<file path="config.mk">
export PLATFORM = sky130hd
export DESIGN_NAME = dual_line_intc
export DESIGN_NICKNAME = d
export VERILOG_FILES = /design/src/rtl/intc_pkg.sv /design/src/rtl/intc_sync.sv /design/src/rtl/intc_first_set.sv /design/src/rtl/dual_line_intc.sv
export SDC_FILE = /design/constraint.sdc
export NUM_CORES = 1
export LEC_CHECK = 0
export ABC_AREA = 1
export BUFFER_PORTS_ARGS = -buffer_cell sky130_fd_sc_hd__buf_2
export CORE_MARGIN = 2
export CORE_UTILIZATION = 55
export CTS_BUF_LIST = sky130_fd_sc_hd__clkbuf_4 sky130_fd_sc_hd__clkbuf_8
export DETAILED_ROUTE_END_ITERATION = 6
export PLACE_DENSITY = 0.74
export REMOVE_ABC_BUFFERS = 1
export SLEW_MARGIN = 10
export SYNTH_ARGS = -nofsm -noshare
export SYNTH_HDL_FRONTEND = slang
export SYNTH_SLANG_ARGS = --single-unit
</file>
<file path="constraint.sdc">
create_clock -name clk_i -period 7.5 [get_ports clk_i]
set_input_delay 1.5 -clock clk_i [delete_from_list [all_inputs] [get_ports clk_i]]
set_output_delay 1.5 -clock clk_i [all_outputs]
set_load 0.01 [all_outputs]
</file>
<file path="src/rtl/intc_pkg.sv">
package intc_pkg;

    localparam int MAX_SRC = 64;
    localparam int IDX_W   = 6;

    // word offsets (byte address [7:2])
    localparam logic [5:0] W_RAW_LO = 6'd0;
    localparam logic [5:0] W_EN_LO  = 6'd1;
    localparam logic [5:0] W_SEL_LO = 6'd2;
    localparam logic [5:0] W_IST_LO = 6'd3;
    localparam logic [5:0] W_FST_LO = 6'd4;
    localparam logic [5:0] W_PRIO   = 6'd5;
    localparam logic [5:0] W_HP_IRQ = 6'd6;
    localparam logic [5:0] W_HP_FIQ = 6'd7;
    localparam logic [5:0] W_RAW_HI = 6'd8;
    localparam logic [5:0] W_EN_HI  = 6'd9;
    localparam logic [5:0] W_SEL_HI = 6'd10;
    localparam logic [5:0] W_IST_HI = 6'd11;
    localparam logic [5:0] W_FST_HI = 6'd12;
    localparam logic [5:0] W_ERR_HI = 6'd13;

    typedef struct packed {
        logic [MAX_SRC-1:0] en;
        logic [MAX_SRC-1:0] sel;
        logic [31:0]        prio;
        logic [31:0]        errhi;
        logic [31:0]        rdata;
        logic               irq;
        logic               fiq;
    } intc_state_t;

endpackage

</file>
<file path="src/rtl/intc_sync.sv">
module intc_sync #(
    parameter int W      = 32,
    parameter int STAGES = 2
) (
    input  logic         clk_i,
    input  logic         rst_ni,
    input  logic [W-1:0] d_i,
    output logic [W-1:0] q_o
);
    logic [W-1:0] stage_q [STAGES];

    for (genvar s = 0; s < STAGES; s++) begin : g_stage
        logic [W-1:0] stage_d;
        if (s == 0) begin : g_first
            assign stage_d = d_i;
        end else begin : g_next
            assign stage_d = stage_q[s-1];
        end
        always_ff @(posedge clk_i or negedge rst_ni) begin
            if (!rst_ni) stage_q[s] <= '0;
            else         stage_q[s] <= stage_d;
        end
    end

    assign q_o = stage_q[STAGES-1];
endmodule

</file>
<file path="src/rtl/intc_first_set.sv">
module intc_first_set #(
    parameter int W  = 64,
    parameter int IW = $clog2(W)
) (
    input  logic [W-1:0]  vec_i,
    output logic          found_o,
    output logic [IW-1:0] idx_o
);
    always_comb begin
        found_o = 1'b0;
        idx_o   = '0;
        for (int i = W - 1; i >= 0; i--) begin
            if (vec_i[i]) begin
                found_o = 1'b1;
                idx_o   = IW'(i);
            end
        end
    end
endmodule

</file>
<file path="src/rtl/dual_line_intc.sv">
module dual_line_intc
    import intc_pkg::*;
#(
    parameter int NUM_SRC     = 64,
    parameter int SYNC_STAGES = 2
) (
    input  logic               clk_i,
    input  logic               rst_ni,
    input  logic [NUM_SRC-1:0] src_i,
    input  logic [7:0]         reg_addr_i,
    input  logic               reg_wr_i,
    input  logic [31:0]        reg_wdata_i,
    output logic [31:0]        reg_rdata_o,
    output logic               irq_o,
    output logic               fiq_o
);
    localparam bit HAS_HI = (NUM_SRC == MAX_SRC);

    initial begin
        if (NUM_SRC != 32 && NUM_SRC != 64)
            $error("NUM_SRC must be 32 or 64");
    end

    intc_state_t st_d, st_q;

    logic [NUM_SRC-1:0] pend;
    logic [MAX_SRC-1:0] pend64;
    logic [MAX_SRC-1:0] irq_st, fiq_st;
    logic               hp_irq_v, hp_fiq_v;
    logic [IDX_W-1:0]   hp_irq_idx, hp_fiq_idx;
    logic [31:0]        hp_irq_word, hp_fiq_word;
    logic [5:0]         word;

    intc_sync #(.W(NUM_SRC), .STAGES(SYNC_STAGES)) u_sync (
        .clk_i (clk_i),
        .rst_ni(rst_ni),
        .d_i   (src_i),
        .q_o   (pend)
    );

    assign pend64 = MAX_SRC'(pend);
    assign irq_st = pend64 & st_q.en & ~st_q.sel;
    assign fiq_st = pend64 & st_q.en &  st_q.sel;

    intc_first_set #(.W(MAX_SRC), .IW(IDX_W)) u_hp_irq (
        .vec_i  (irq_st),
        .found_o(hp_irq_v),
        .idx_o  (hp_irq_idx)
    );

    intc_first_set #(.W(MAX_SRC), .IW(IDX_W)) u_hp_fiq (
        .vec_i  (fiq_st),
        .found_o(hp_fiq_v),
        .idx_o  (hp_fiq_idx)
    );

    assign hp_irq_word = {hp_irq_v, 25'd0, hp_irq_idx};
    assign hp_fiq_word = {hp_fiq_v, 25'd0, hp_fiq_idx};
    assign word        = reg_addr_i[7:2];

    always_comb begin
        st_d = st_q;

        if (reg_wr_i) begin
            unique case (word)
                W_EN_LO:  st_d.en[31:0]   = reg_wdata_i;
                W_SEL_LO: st_d.sel[31:0]  = reg_wdata_i;
                W_PRIO:   st_d.prio       = reg_wdata_i;
                W_EN_HI:  if (HAS_HI) st_d.en[63:32]  = reg_wdata_i;
                W_SEL_HI: if (HAS_HI) st_d.sel[63:32] = reg_wdata_i;
                W_ERR_HI: if (HAS_HI) st_d.errhi      = reg_wdata_i;
                default: ;
            endcase
        end

        st_d.rdata = '0;
        unique case (word)
            W_RAW_LO: st_d.rdata = pend64[31:0];
            W_EN_LO:  st_d.rdata = st_q.en[31:0];
            W_SEL_LO: st_d.rdata = st_q.sel[31:0];
            W_IST_LO: st_d.rdata = irq_st[31:0];
            W_FST_LO: st_d.rdata = fiq_st[31:0];
            W_PRIO:   st_d.rdata = st_q.prio;
            W_HP_IRQ: st_d.rdata = hp_irq_word;
            W_HP_FIQ: st_d.rdata = hp_fiq_word;
            W_RAW_HI: if (HAS_HI) st_d.rdata = pend64[63:32];
            W_EN_HI:  if (HAS_HI) st_d.rdata = st_q.en[63:32];
            W_SEL_HI: if (HAS_HI) st_d.rdata = st_q.sel[63:32];
            W_IST_HI: if (HAS_HI) st_d.rdata = irq_st[63:32];
            W_FST_HI: if (HAS_HI) st_d.rdata = fiq_st[63:32];
            W_ERR_HI: if (HAS_HI) st_d.rdata = st_q.errhi;
            default: ;
        endcase

        st_d.irq = |irq_st;
        st_d.fiq = |fiq_st;
    end

    always_ff @(posedge clk_i or negedge rst_ni) begin
        if (!rst_ni) st_q <= '0;
        else         st_q <= st_d;
    end

    assign reg_rdata_o = st_q.rdata;
    assign irq_o       = st_q.irq;
    assign fiq_o       = st_q.fiq;
endmodule

</file>
==> summary.md, run 1 <==
| Metric | Value |
|---|---|
| Status | `complete, no violations` |
| Mux share of post-synthesis cell area | `0%` |
| WL final | `46.48 mm` |
| Initial DRC Count | `1941` |
| Max Cap Viol | `0` |
| CTS tree | `built` |
| Synthesized instance count | `1868` |
| CTS resizes | `0` |
| Drt pass-1 iters | `6` |
| Vias | `14025` |
| # rows | `62` |
| Dpl hpwl | `29.80 mm` |
| Fin crit share | `62.32%` |
| Hold Path Stages | `0` |
| Commonest cells after routing, fill and taps aside | `481 x nand2_1, 354 x dfrtp_1, 231 x o21ai_0` |
| Most common cell after layout, fill and taps aside | `nand2_1` |
| Top cell type's share of synthesized area | `55.73%` |
| Initial Utilization | `55.68%` |
| CP max stage delay | `0.40 ns` |
| Fin nets | `2091` |
| Number of I/O port buffers | `138` |
| Setup TNS | `0 ns` |
| Area growth from synthesis to layout | `13.67%` |
| # IOs | `141` |
| Diodes inserted | `0` |
| Mapped cell area | `0.01590 mm^2` |
| Area occupied by multi-input gates | `0.005732 mm^2` |
| Xor-xnor portion of the synthesized cell area | `0%` |
| Clock Tree Buf Depth | `3` |
| Filler cell count | `2472` |
| Global-route wire length before repair | `72.64 mm` |
| Clock tree sinks | `354` |
| Share of layout cells above drive strength 1 | `13.91%` |
| DRC Markers | `0` |
| Register area share after synthesis | `55.73%` |
| Mean post-synth cell area | `8.509 um^2` |
| Cell area after layout | `0.01807 mm^2` |
| Req. time, crit path | `7.97 ns` |
| Worst-path clk slew | `0.07 ns` |
| Crit Path Class | `reg2reg` |
| Total placed instance area | `0.01680 mm^2` |
| Largest family of logic cells by synthesized area | `simple AND/OR/NAND/NOR gates` |
| Critical path arrival | `5.14 ns` |
| Antenna violations before repair | `0` |
| Total power | `4.672 mW` |
| Die span in y | `174 um` |
| Critical path's slowest cell | `dfrtp_1` |
| GPL Wtd Cong | `0.9591` |
| YS warnings | `0` |
| Path depth of the worst reg2reg path | `66` |
| Synth unique cells | `32` |
| CP most frequent cell | `nand2_1` |
| Vias in the first global route | `13576` |
| R2R Setup Slk | `2.83 ns` |
| Compound-gate portion of the synthesized area | `15.92%` |
| Maximum vdd drop | `0.1813 mV` |
| LEAKAGE | `8.914 nW` |
| Post-CTS setup buffers | `0` |
| RSZ-0062 raised after global routing | `false` |
| Rel. slew slack | `25.39%` |
| Post-CTS Hold Fix Bufs | `0` |
| Clk_lat worst skew | `0.61 ns` |
| Share of synthesized cell area in full adder, half adder and majority cells | `0%` |
| Critical Path Start Type | `register` |
| CTS Buf Count | `56` |
| Sequential cell area | `0.008859 mm^2` |
| Clk_skew | `0.01859 ns` |
| Max-slew violation count | `0` |
| Remaining antenna violation count after routing | `0` |
| Die Area | `0.03028 mm^2` |
| Simple-Gate Fraction of Synth Area | `19.83%` |
| Max Fclk | `214.0 MHz` |
| Core footprint | `0.02855 mm^2` |
| GR Util All Layers | `30.98%` |
| Final Hold Viols | `0` |
| Root buffer cell | `clkbuf_8` |
| Largest net degree at the start of global routing | `202` |
| Fin util | `63.29%` |
| Die X | `174 um` |
| Cell taking the most area after synthesis | `dfrtp_1` |
| Register bit total from synthesis | `354` |
| Setup crit end kind | `register` |
| Global route overflow | `0` |
| Main area contributors after synthesis | `dfrtp_1 56%, nand2_1 12%, o21ai_0 7.3%` |
| Drt wl/cell | `19.27 um` |
| Hold WC Path Type | `reg2reg` |
| H-tree depth | `2` |
| Power per cell area | `258.6 mW/mm^2` |
| Slew @ Worst Pin | `1.119 ns` |
| Post-route minimum period | `4.674 ns` |
| Final setup violation count | `0` |
| Via density | `5.815` |
| Critical path peak fanout | `4` |
[sequential cells by signal, indices dropped and copies added (netlist names)]
signal / cells
st_q: 192
u_sync.g_stage.stage_d: 64
u_sync.q_o: 64
reg_rdata_o: 32
fiq_o: 1
irq_o: 1
[final cells by class]
type / count / share of cell area (%)
Timing Repair Buffer: 159 / 4.820
Clock inverter: 25 / 1.413
Clock buffer: 77 / 5.623
Sequential cell: 354 / 49.03
Inverter: 228 / 4.737
Tap cell: 384 / 2.659
Multi-Input combinational cell: 1185 / 31.72
[synthesized netlist by cell type]
cell and count:
inv_2 2, o211ai_1 1, nor4_1 4, nand3_4 2, nand2_1 487, a31oi_1 10, nand3_2 2, nand4_1 14
a21oi_1 19, a211oi_1 7, nor2_1 121, nor3_1 50, o2111ai_1 8, a2111oi_0 6, o31ai_1 2, buf_1 1
nor2_2 1, dfrtp_1 354, inv_1 224, a22o_1 1, a211o_1 1, buf_4 32, o311ai_0 3, o21bai_1 3
a22oi_1 30, o22ai_1 35, o21ai_0 231, o221ai_1 11, clkinv_1 2, a221oi_1 47, clkbuf_1 68, nand3_1 89
[metrics by stage]
stage / cells / hold slack, ns / setup WS, ns
floorplan: 1767 / 0.3312 / 3.002
global placement: 2310 / 0.3321 / 2.979
detailed placement: 2310 / 0.3347 / 2.791
CTS: 2412 / 0.3486 / 2.950
global route: 2412 / 0.3520 / 2.271
finish: 2412 / 0.3458 / 2.826
[layer usage]
metal / track usage [%] / wire, um / vias to the layer above
met3: 5.096 / 4912 / 167
met2: 47.66 / 20770 / 840
met5: 0 / 0 / -
met4: 13.59 / 1966 / 0
li1: - / - / 6425
met1: 43.87 / 18830 / 6593
[worst max-delay path, delay by kind of cell (launching register included)]
family                 cells  cell delay [ns]
buffers and inverters      1             0.09
flip-flops                 1             0.40
AND/OR/NAND/NOR           65             4.02
[worst paths after layout]
path | startpoint | endpoint
worst max-delay path | st_q[160] | reg_rdata_o[0]
worst min-delay path | u_sync.g_stage[1].stage_d[53] | u_sync.q_o[53]
worst max register to register | st_q[160] | reg_rdata_o[0]
worst min register to register | u_sync.g_stage[1].stage_d[53] | u_sync.q_o[53]
max in group asynchronous | rst_ni | reg_rdata_o[6]
min in group asynchronous | rst_ni | u_sync.g_stage[1].stage_d[22]
[cells by family after synthesis]
logic type             after synthesis
AOI/OAI and AO/OA                  415
buffers and inverters              329
DFF                                354
and+or+nand+nor                    770
[power by group]
part	internal [mW]	switching (mW)	leakage, nW
clock network	1.03	0.786	0.659
registers	2.09	0.145	4.52
logic	0.212	0.415	3.74
total	3.33	1.35	8.91
No activity file was read; power rests on OpenSTA's default activity.
==> run 2, diff against run 1 <==
Clock period 7.5 ns to 4.46 ns, I/O delays scaled along.
==> run 2 against run 1 <==
Effect of this change:
- sequential power rose by 69%
- total power rose by 73%
- final cell count rose by 1.2%
- non-clock buffer count rose by 25
- fmax rose by 5.6%
- global-route usage rose by 0.55 points
- hold slack got worse by 0.035 ns
- core utilization rose by 1.2 points
- cell area rose by 1.9%
- first-iteration DRC count rose by 0.21%
- largest power group unchanged
- highest routed layer unchanged
==> summary.md, run 2 (synthesis gave the netlist of run 1 again) <==
| Metric | Value |
|---|---|
| Fin util | `64.48% (+1.2 points)` |
| CTS tree | `built` |
| Critical path's slowest cell | `dfrtp_1` |
| R2R Setup Slk | `0.03 ns (-2.79 ns)` |
| Drt wl/cell | `19.56 um (+1.5%)` |
| Max Fclk | `225.9 MHz (+5.6%)` |
| Post-route minimum period | `4.426 ns (-0.2478 ns)` |
| Antenna violations before repair | `1 (+1)` |
| Via density | `5.844 (+0.51%)` |
| GR Util All Layers | `31.53% (+0.55 points)` |
| Setup crit start | `st_q[160]` |
| Maximum vdd drop | `0.3857 mV (+110%)` |
| Hold Slack | `0.3105 ns (-0.03531 ns)` |
| CTS Buf Count | `57 (+1.8%)` |
| DRC Markers | `0 (unchanged)` |
| Clk_lat worst skew | `0.59 ns (-0.02 ns)` |
| Critical path arrival | `4.88 ns (-0.26 ns)` |
| Largest net degree at the start of global routing | `101 (-50%)` |
| GPL Wtd Cong | `0.9917 (+3.4%)` |
| Worst-path clk slew | `0.06 ns (about the same)` |
| Root buffer cell | `clkbuf_8` |
| Clk_skew | `0.02245 ns (+0.003863 ns)` |
| Vias | `14260 (+1.7%)` |
| Die Area | `0.03028 mm^2 (unchanged)` |
| RSZ-0062 raised after global routing | `true` |
| Area occupied by multi-input gates | `0.005747 mm^2 (+0.26%)` |
| Crit Path Class | `reg2reg` |
| Total power | `8.095 mW (+73%)` |
| Final Hold Viols | `0 (unchanged)` |
| Number of I/O port buffers | `138 (unchanged)` |
| Filler cell count | `2481 (+0.36%)` |
| Worst Setup EP | `reg_rdata_o[0]` |
| Clock Tree Buf Depth | `3 (unchanged)` |
| Status | `complete, no violations` |
| # rows | `62 (unchanged)` |
| Critical Path Start Type | `register` |
| Initial DRC Count | `1945 (+0.21%)` |
| Global route overflow | `0 (unchanged)` |
| RR Endpoint | `reg_rdata_o[0]` |
| CP max stage delay | `0.38 ns (-0.02 ns)` |
| Drt pass-1 iters | `7 (+1)` |
| Rel. slew slack | `38.12% (+13 points)` |
| Initial Utilization | `55.68% (unchanged)` |
| Max-slew violation count | `0 (unchanged)` |
| Setup crit end kind | `register` |
| Most common cell after layout, fill and taps aside | `nand2_1` |
| WL final | `47.73 mm (+2.7%)` |
| Power per cell area | `439.7 mW/mm^2 (+70%)` |
| Max reg flops | `192 (unchanged)` |
| Final non-filler cell total | `2440 (+1.2%)` |
| Critical path peak fanout | `2 (-2)` |
| Max Cap Viol | `0 (unchanged)` |
| LEAKAGE | `9.097 nW (+2.1%)` |
| Sequential cell area | `0.008860 mm^2 (about the same)` |
| Req. time, crit path | `4.92 ns (-3.05 ns)` |
| Fin nets | `2117 (+1.2%)` |
| Core footprint | `0.02855 mm^2 (unchanged)` |
| H-tree depth | `2 (unchanged)` |
| Commonest cells after routing, fill and taps aside | `472 x nand2_1, 353 x dfrtp_1, 231 x o21ai_0` |
| Dpl hpwl | `31.84 mm (+6.9%)` |
| # IOs | `141 (unchanged)` |
| Path depth of the worst reg2reg path | `66 (unchanged)` |
| Vias in the first global route | `13714 (+1.0%)` |
| Die span in y | `174 um (unchanged)` |
| Remaining antenna violation count after routing | `0 (unchanged)` |
| Fin crit share | `99.24% (+37 points)` |
| CP most frequent cell | `nand2_1` |
| Global-route wire length before repair | `74.09 mm (+2.0%)` |
| Share of layout cells above drive strength 1 | `15.53% (+1.6 points)` |
| Biggest register | `st_q` |
| Clock tree sinks | `354 (unchanged)` |
| Die X | `174 um (unchanged)` |
| Post-Place Cells | `2333 (+1.0%)` |
| Setup TNS | `0 ns (unchanged)` |
| Slew @ Worst Pin | `0.9272 ns (-0.1920 ns)` |
| Launching point of the worst reg2reg path | `st_q[160]` |
| Final setup violation count | `0 (unchanged)` |
| Area growth from synthesis to layout | `15.81%` |
| Hold WC Path Type | `in2async` |
==> run 2: changes by cell type in the layout (fill, tap and decap cells not counted), moves of 3 or more <==
cell | previous run | this run
nand2_2 | 6 | 15
clkinv_2 | 12 | 7
clkbuf_4 | 7 | 10
nor2_4 | 3 | 0
buf_4 | 20 | 42
clkbuf_8 | 70 | 77
nand2_1 | 481 | 472
nor2_2 | 6 | 9
==> run 2: power by group <==
part           switching (mW)  internal (mW)
clock                    1.28           1.97
sequential              0.244           3.51
combinational           0.711          0.374
==> run 2: timing repair <==
| action | CTS | global route |
|---|---|---|
| gates resized for setup | 0 | 13 |
| setup buffers | 0 | 2 |
| hold buffers | 0 | 0 |
| setup endpoints to repair | 0 | 1 |
==> run 2: area by class of cell <==
type                            count  area share [%]
Sequential cell                   354           48.13
Multi-Input combinational cell   1185           31.22
Clock buffer                       87           6.165
Timing Repair Buffer              184           5.907
Inverter                          228           4.649
Tap cell                          384           2.610
Clock inverter                     16           1.291
Antenna cell                        2         0.02719
==> run 2: how the worst min path moves through the flow <==
stage,start,endpoint,slack (ns)
global route,u_sync.g_stage[1].stage_d[23],u_sync.q_o[23],0.35
detailed placement,u_sync.g_stage[1].stage_d[13],u_sync.q_o[13],0.33
floorplan,u_sync.g_stage[1].stage_d[0],u_sync.q_o[0],0.33
finish,rst_ni,u_sync.g_stage[1].stage_d[54],0.31
CTS,rst_ni,u_sync.g_stage[1].stage_d[54],0.34
global placement,u_sync.g_stage[1].stage_d[22],u_sync.q_o[22],0.33
==> run 2: metrics by stage <==
| step | setup slack, ns | area, um^2 |
|---|---|---|
| 2_1_floorplan | 0.5699 | 15400 |
| 3_3_place_gp | 0.1249 | 16980 |
| 3_5_place_dp | 0.08912 | 16980 |
| 4_1_cts | 0.07229 | 18350 |
| 5_1_grt | -0.5162 | 18400 |
| 6_report | 0.03393 | 18410 |
==> run 2: routing by layer <==
layer	up-vias	GRT usage (%)	routed length, um
li1	6486	-	-
met1	6718	43.58	19100
met2	872	47.58	20760
met3	184	7.830	5845
met4	0	13.97	2031
met5	-	0	0
==> run 2: critical path, delay by kind of cell, from the launching register on <==
kind          cells  cell delay [ns]
flops             1             0.38
buf+inv           1             0.07
simple gates     65             3.82
==> run 3, diff against run 2 <==
Settings changed: ABC_AREA 1 to default, GPL_ROUTABILITY_DRIVEN from default to 1, PLACE_DENSITY 0.74 to 0.73.
==> run 3 against run 2 <==
Effect of this change:
- hold slack improved by 0.029 ns
- wire length is 8.5% higher
- flip-flop and latch count did not move
- synthesized cell count is 23% lower
- total power is 4.6% lower
- core utilization decreased by 0.76 points
- die area increased by 3.8%
- area after synthesis increased by 3.9%
- non-clock buffer count up 4
- highest routed layer is now met5
==> summary.md, run 3 <==
| Metric | Value |
|---|---|
| Vias in the first global route | `13017 (-5.1%)` |
| Final Hold Viols | `0 (unchanged)` |
| Max Cap Viol | `0 (unchanged)` |
| Xor-xnor portion of the synthesized cell area | `0% (unchanged)` |
| Fin nets | `1707 (-19%)` |
| Total power | `7.725 mW (-4.6%)` |
| Rel. slew slack | `33.43% (-4.7 points)` |
| # rows | `63 (+1.6%)` |
| CTS tree | `built` |
| WL final | `51.78 mm (+8.5%)` |
| Fin crit share | `67.77% (-31 points)` |
| Global-route wire length before repair | `77.67 mm (+4.8%)` |
| Ys flop type | `dfrtp_1` |
| Status | `complete, no violations` |
| Post-synth ARST share | `100.0% (unchanged)` |
| Clock Tree Buf Depth | `3 (unchanged)` |
| Top cell type's share of synthesized area | `53.64% (-2.1 points)` |
| Clk_skew | `0.02208 ns (-0.0003682 ns)` |
| Commonest cells post-synth | `354 x dfrtp_1, 191 x mux2_2, 110 x nand2_1` |
| Crit Path Class | `reg2reg` |
| Biggest register | `st_q` |
| Hold Path Stages | `0` |
| CTS resizes | `0 (unchanged)` |
| Share of synthesized cell area in full adder, half adder and majority cells | `0% (unchanged)` |
| Slew @ Worst Pin | `0.9986 ns (+0.07144 ns)` |
| Drt wl/cell | `25.56 um (+31%)` |
| H-tree depth | `2 (unchanged)` |
| Hold WC Path Type | `reg2reg` |
| Compound-gate portion of the synthesized area | `13.97% (-1.9 points)` |
| RSZ-0062 raised after global routing | `false` |
| Number of I/O port buffers | `138 (unchanged)` |
| CP top delay family | `simple AND/OR/NAND/NOR gates` |
| Crit path depth | `7 (-89%)` |
| Final setup violation count | `0 (unchanged)` |
| Share of layout cells above drive strength 1 | `29.95% (+14 points)` |
| Area growth from synthesis to layout | `14.35%` |
| Crit path buffers/inverters | `0 (-1)` |
| Most frequent cell after synthesis | `dfrtp_1` |
| Path depth of the worst reg2reg path | `7 (-89%)` |
| Critical Path Start Type | `register` |
| Global route overflow | `0 (unchanged)` |
| Synth unique cells | `64 (+100%)` |
| GPL Wtd Cong | `0.9803 (-1.1%)` |
| Diodes inserted | `0 (-2)` |
| Largest family of logic cells by synthesized area | `simple AND/OR/NAND/NOR gates` |
| Clock tree sinks | `354 (unchanged)` |
| Setup crit end kind | `register` |
| Dpl hpwl | `36.38 mm (+14%)` |
| Largest net degree at the start of global routing | `133 (+32%)` |
| Post-CTS Hold Fix Bufs | `0 (unchanged)` |
| Critical path arrival | `3.44 ns (-1.44 ns)` |
| Post-route minimum period | `3.023 ns (-1.403 ns)` |
| Cell taking the most area after synthesis | `dfrtp_1` |
| Register area share after synthesis | `53.64% (-2.1 points)` |
| Mean post-synth cell area | `11.47 um^2 (+35%)` |
| Antenna violations before repair | `1 (unchanged)` |
| Die X | `177.3 um (+1.9%)` |
| Critical path's slowest cell | `nor4bb_1` |
| Remaining antenna violation count after routing | `0 (unchanged)` |
| Post-CTS setup buffers | `0 (unchanged)` |
| Mux share of post-synthesis cell area | `13.09% (+13 points)` |
| Power per cell area | `409.1 mW/mm^2 (-7.0%)` |
| Synthesized instance count | `1440 (-23%)` |
| DRC Markers | `0 (unchanged)` |
| EDFF count, synth | `0 (unchanged)` |
| LEAKAGE | `9.050 nW (-0.51%)` |
| CTS Buf Count | `56 (-1.8%)` |
| Hold Slack | `0.3393 ns (+0.02884 ns)` |
| Drt pass-1 iters | `6 (-1)` |
| Register bit total from synthesis | `354 (unchanged)` |
| Die Area | `0.03143 mm^2 (+3.8%)` |
| Max reg flops | `192 (unchanged)` |
| Maximum vdd drop | `0.2572 mV (-33%)` |
| CP max stage delay | `0.67 ns (+0.29 ns)` |
| Commonest cells after routing, fill and taps aside | `354 x dfrtp_1, 191 x mux2_2, 137 x buf_2` |
| Setup TNS | `0 ns (unchanged)` |
| Vias | `13491 (-5.4%)` |
| Filler cell count | `2372 (-4.4%)` |
| Req. time, crit path | `4.87 ns (-0.05 ns)` |
| Initial DRC Count | `1833 (-5.8%)` |
| Initial Utilization | `55.72% (about the same)` |
| Max Fclk | `330.8 MHz (+46%)` |
| Via density | `6.659 (+14%)` |
| YS warnings | `0 (unchanged)` |
| Root buffer cell | `clkbuf_8` |
| Mapped cell area | `0.01652 mm^2 (+3.9%)` |
| # IOs | `141 (unchanged)` |
| Crit-path cells | `and3_1 -> nor4bb_1 -> nand4_1 -> nor3b_1 -> nand4b_1 -> a22oi_1 -> o2111ai_1` |
| GR Util All Layers | `33.06% (+1.5 points)` |
| Most common cell after layout, fill and taps aside | `dfrtp_1` |
| Critical path peak fanout | `5 (+3)` |
| Clk_lat worst skew | `0.61 ns (+0.02 ns)` |
| Die span in y | `177.3 um (+1.9%)` |
| Worst-path clk slew | `0.06 ns (about the same)` |
| Max-slew violation count | `0 (unchanged)` |
| Main area contributors after synthesis | `dfrtp_1 54%, mux2_2 13%, a22oi_1 3.1%` |
| Core footprint | `0.02964 mm^2 (+3.8%)` |
| Simple-Gate Fraction of Synth Area | `16.42% (-3.4 points)` |
## run 3: worst reg2reg max path: cells and delay by family (launching register included)
family          cells  cell delay [ns]
flops               1             0.42
simple gates        5             1.96
compound gates      2             0.47
## run 3: cell type report
cell class / instances / area (um^2) / share of cell area, %
Timing Repair Buffer: 188 / 1101 / 5.830
Tap cell: 390 / 488.0 / 2.584
Clock buffer: 84 / 1069 / 5.658
Sequential cell: 354 / 8859 / 46.91
Multi-Input combinational cell: 995 / 7213 / 38.19
Inverter: 5 / 18.77 / 0.09938
Clock inverter: 10 / 137.6 / 0.7288
## run 3: worst paths after layout
check,startpoint,end,slack [ns]
setup / recovery,st_q[126],reg_rdata_o[31],1.44
hold / removal,u_sync.g_stage[1].stage_d[33],u_sync.q_o[33],0.34
setup reg to reg,st_q[126],reg_rdata_o[31],1.44
hold reg to reg,u_sync.g_stage[1].stage_d[33],u_sync.q_o[33],0.34
max in group asynchronous,rst_ni,u_sync.q_o[39],3.09
min in group asynchronous,rst_ni,u_sync.q_o[61],0.43
## run 3: kinds of logic after synthesis
logic type | count (synthesis)
buffers and inverters | 91
flip-flops | 354
AND/OR/NAND/NOR | 475
AO/OA/AOI/OAI | 328
multiplexers | 192
## run 3: metal layers
| metal | vias to the layer above | track usage [%] | part of all wire [%] | wire length [um] |
|---|---|---|---|---|
| li1 | 5790 | - | - | - |
| met3 | 159 | 6.941 | 11 | 5801 |
| met1 | 6637 | 47.46 | 41 | 21240 |
| met5 | - | 0 | 0.025 | 13 |
| met2 | 903 | 49.43 | 44 | 22690 |
| met4 | 2 | 13.01 | 3.9 | 2033 |
## run 3: through the flow
step	cells	worst slack, ns	instance area [um^2]	utilization [%]
2_1_floorplan	1354	0.3625	16060	-
3_3_place_gp	1932	1.126	17680	59.65
3_5_place_dp	1932	1.153	17680	59.65
4_1_cts	2026	1.553	18890	63.72
5_1_grt	2026	1.276	18890	63.72
6_report	2026	1.437	18890	63.72
## run 3: where the power goes
part	switching [mW]	internal [mW]
clock	1.24	1.69
combinational	0.534	0.436
sequential	0.298	3.52
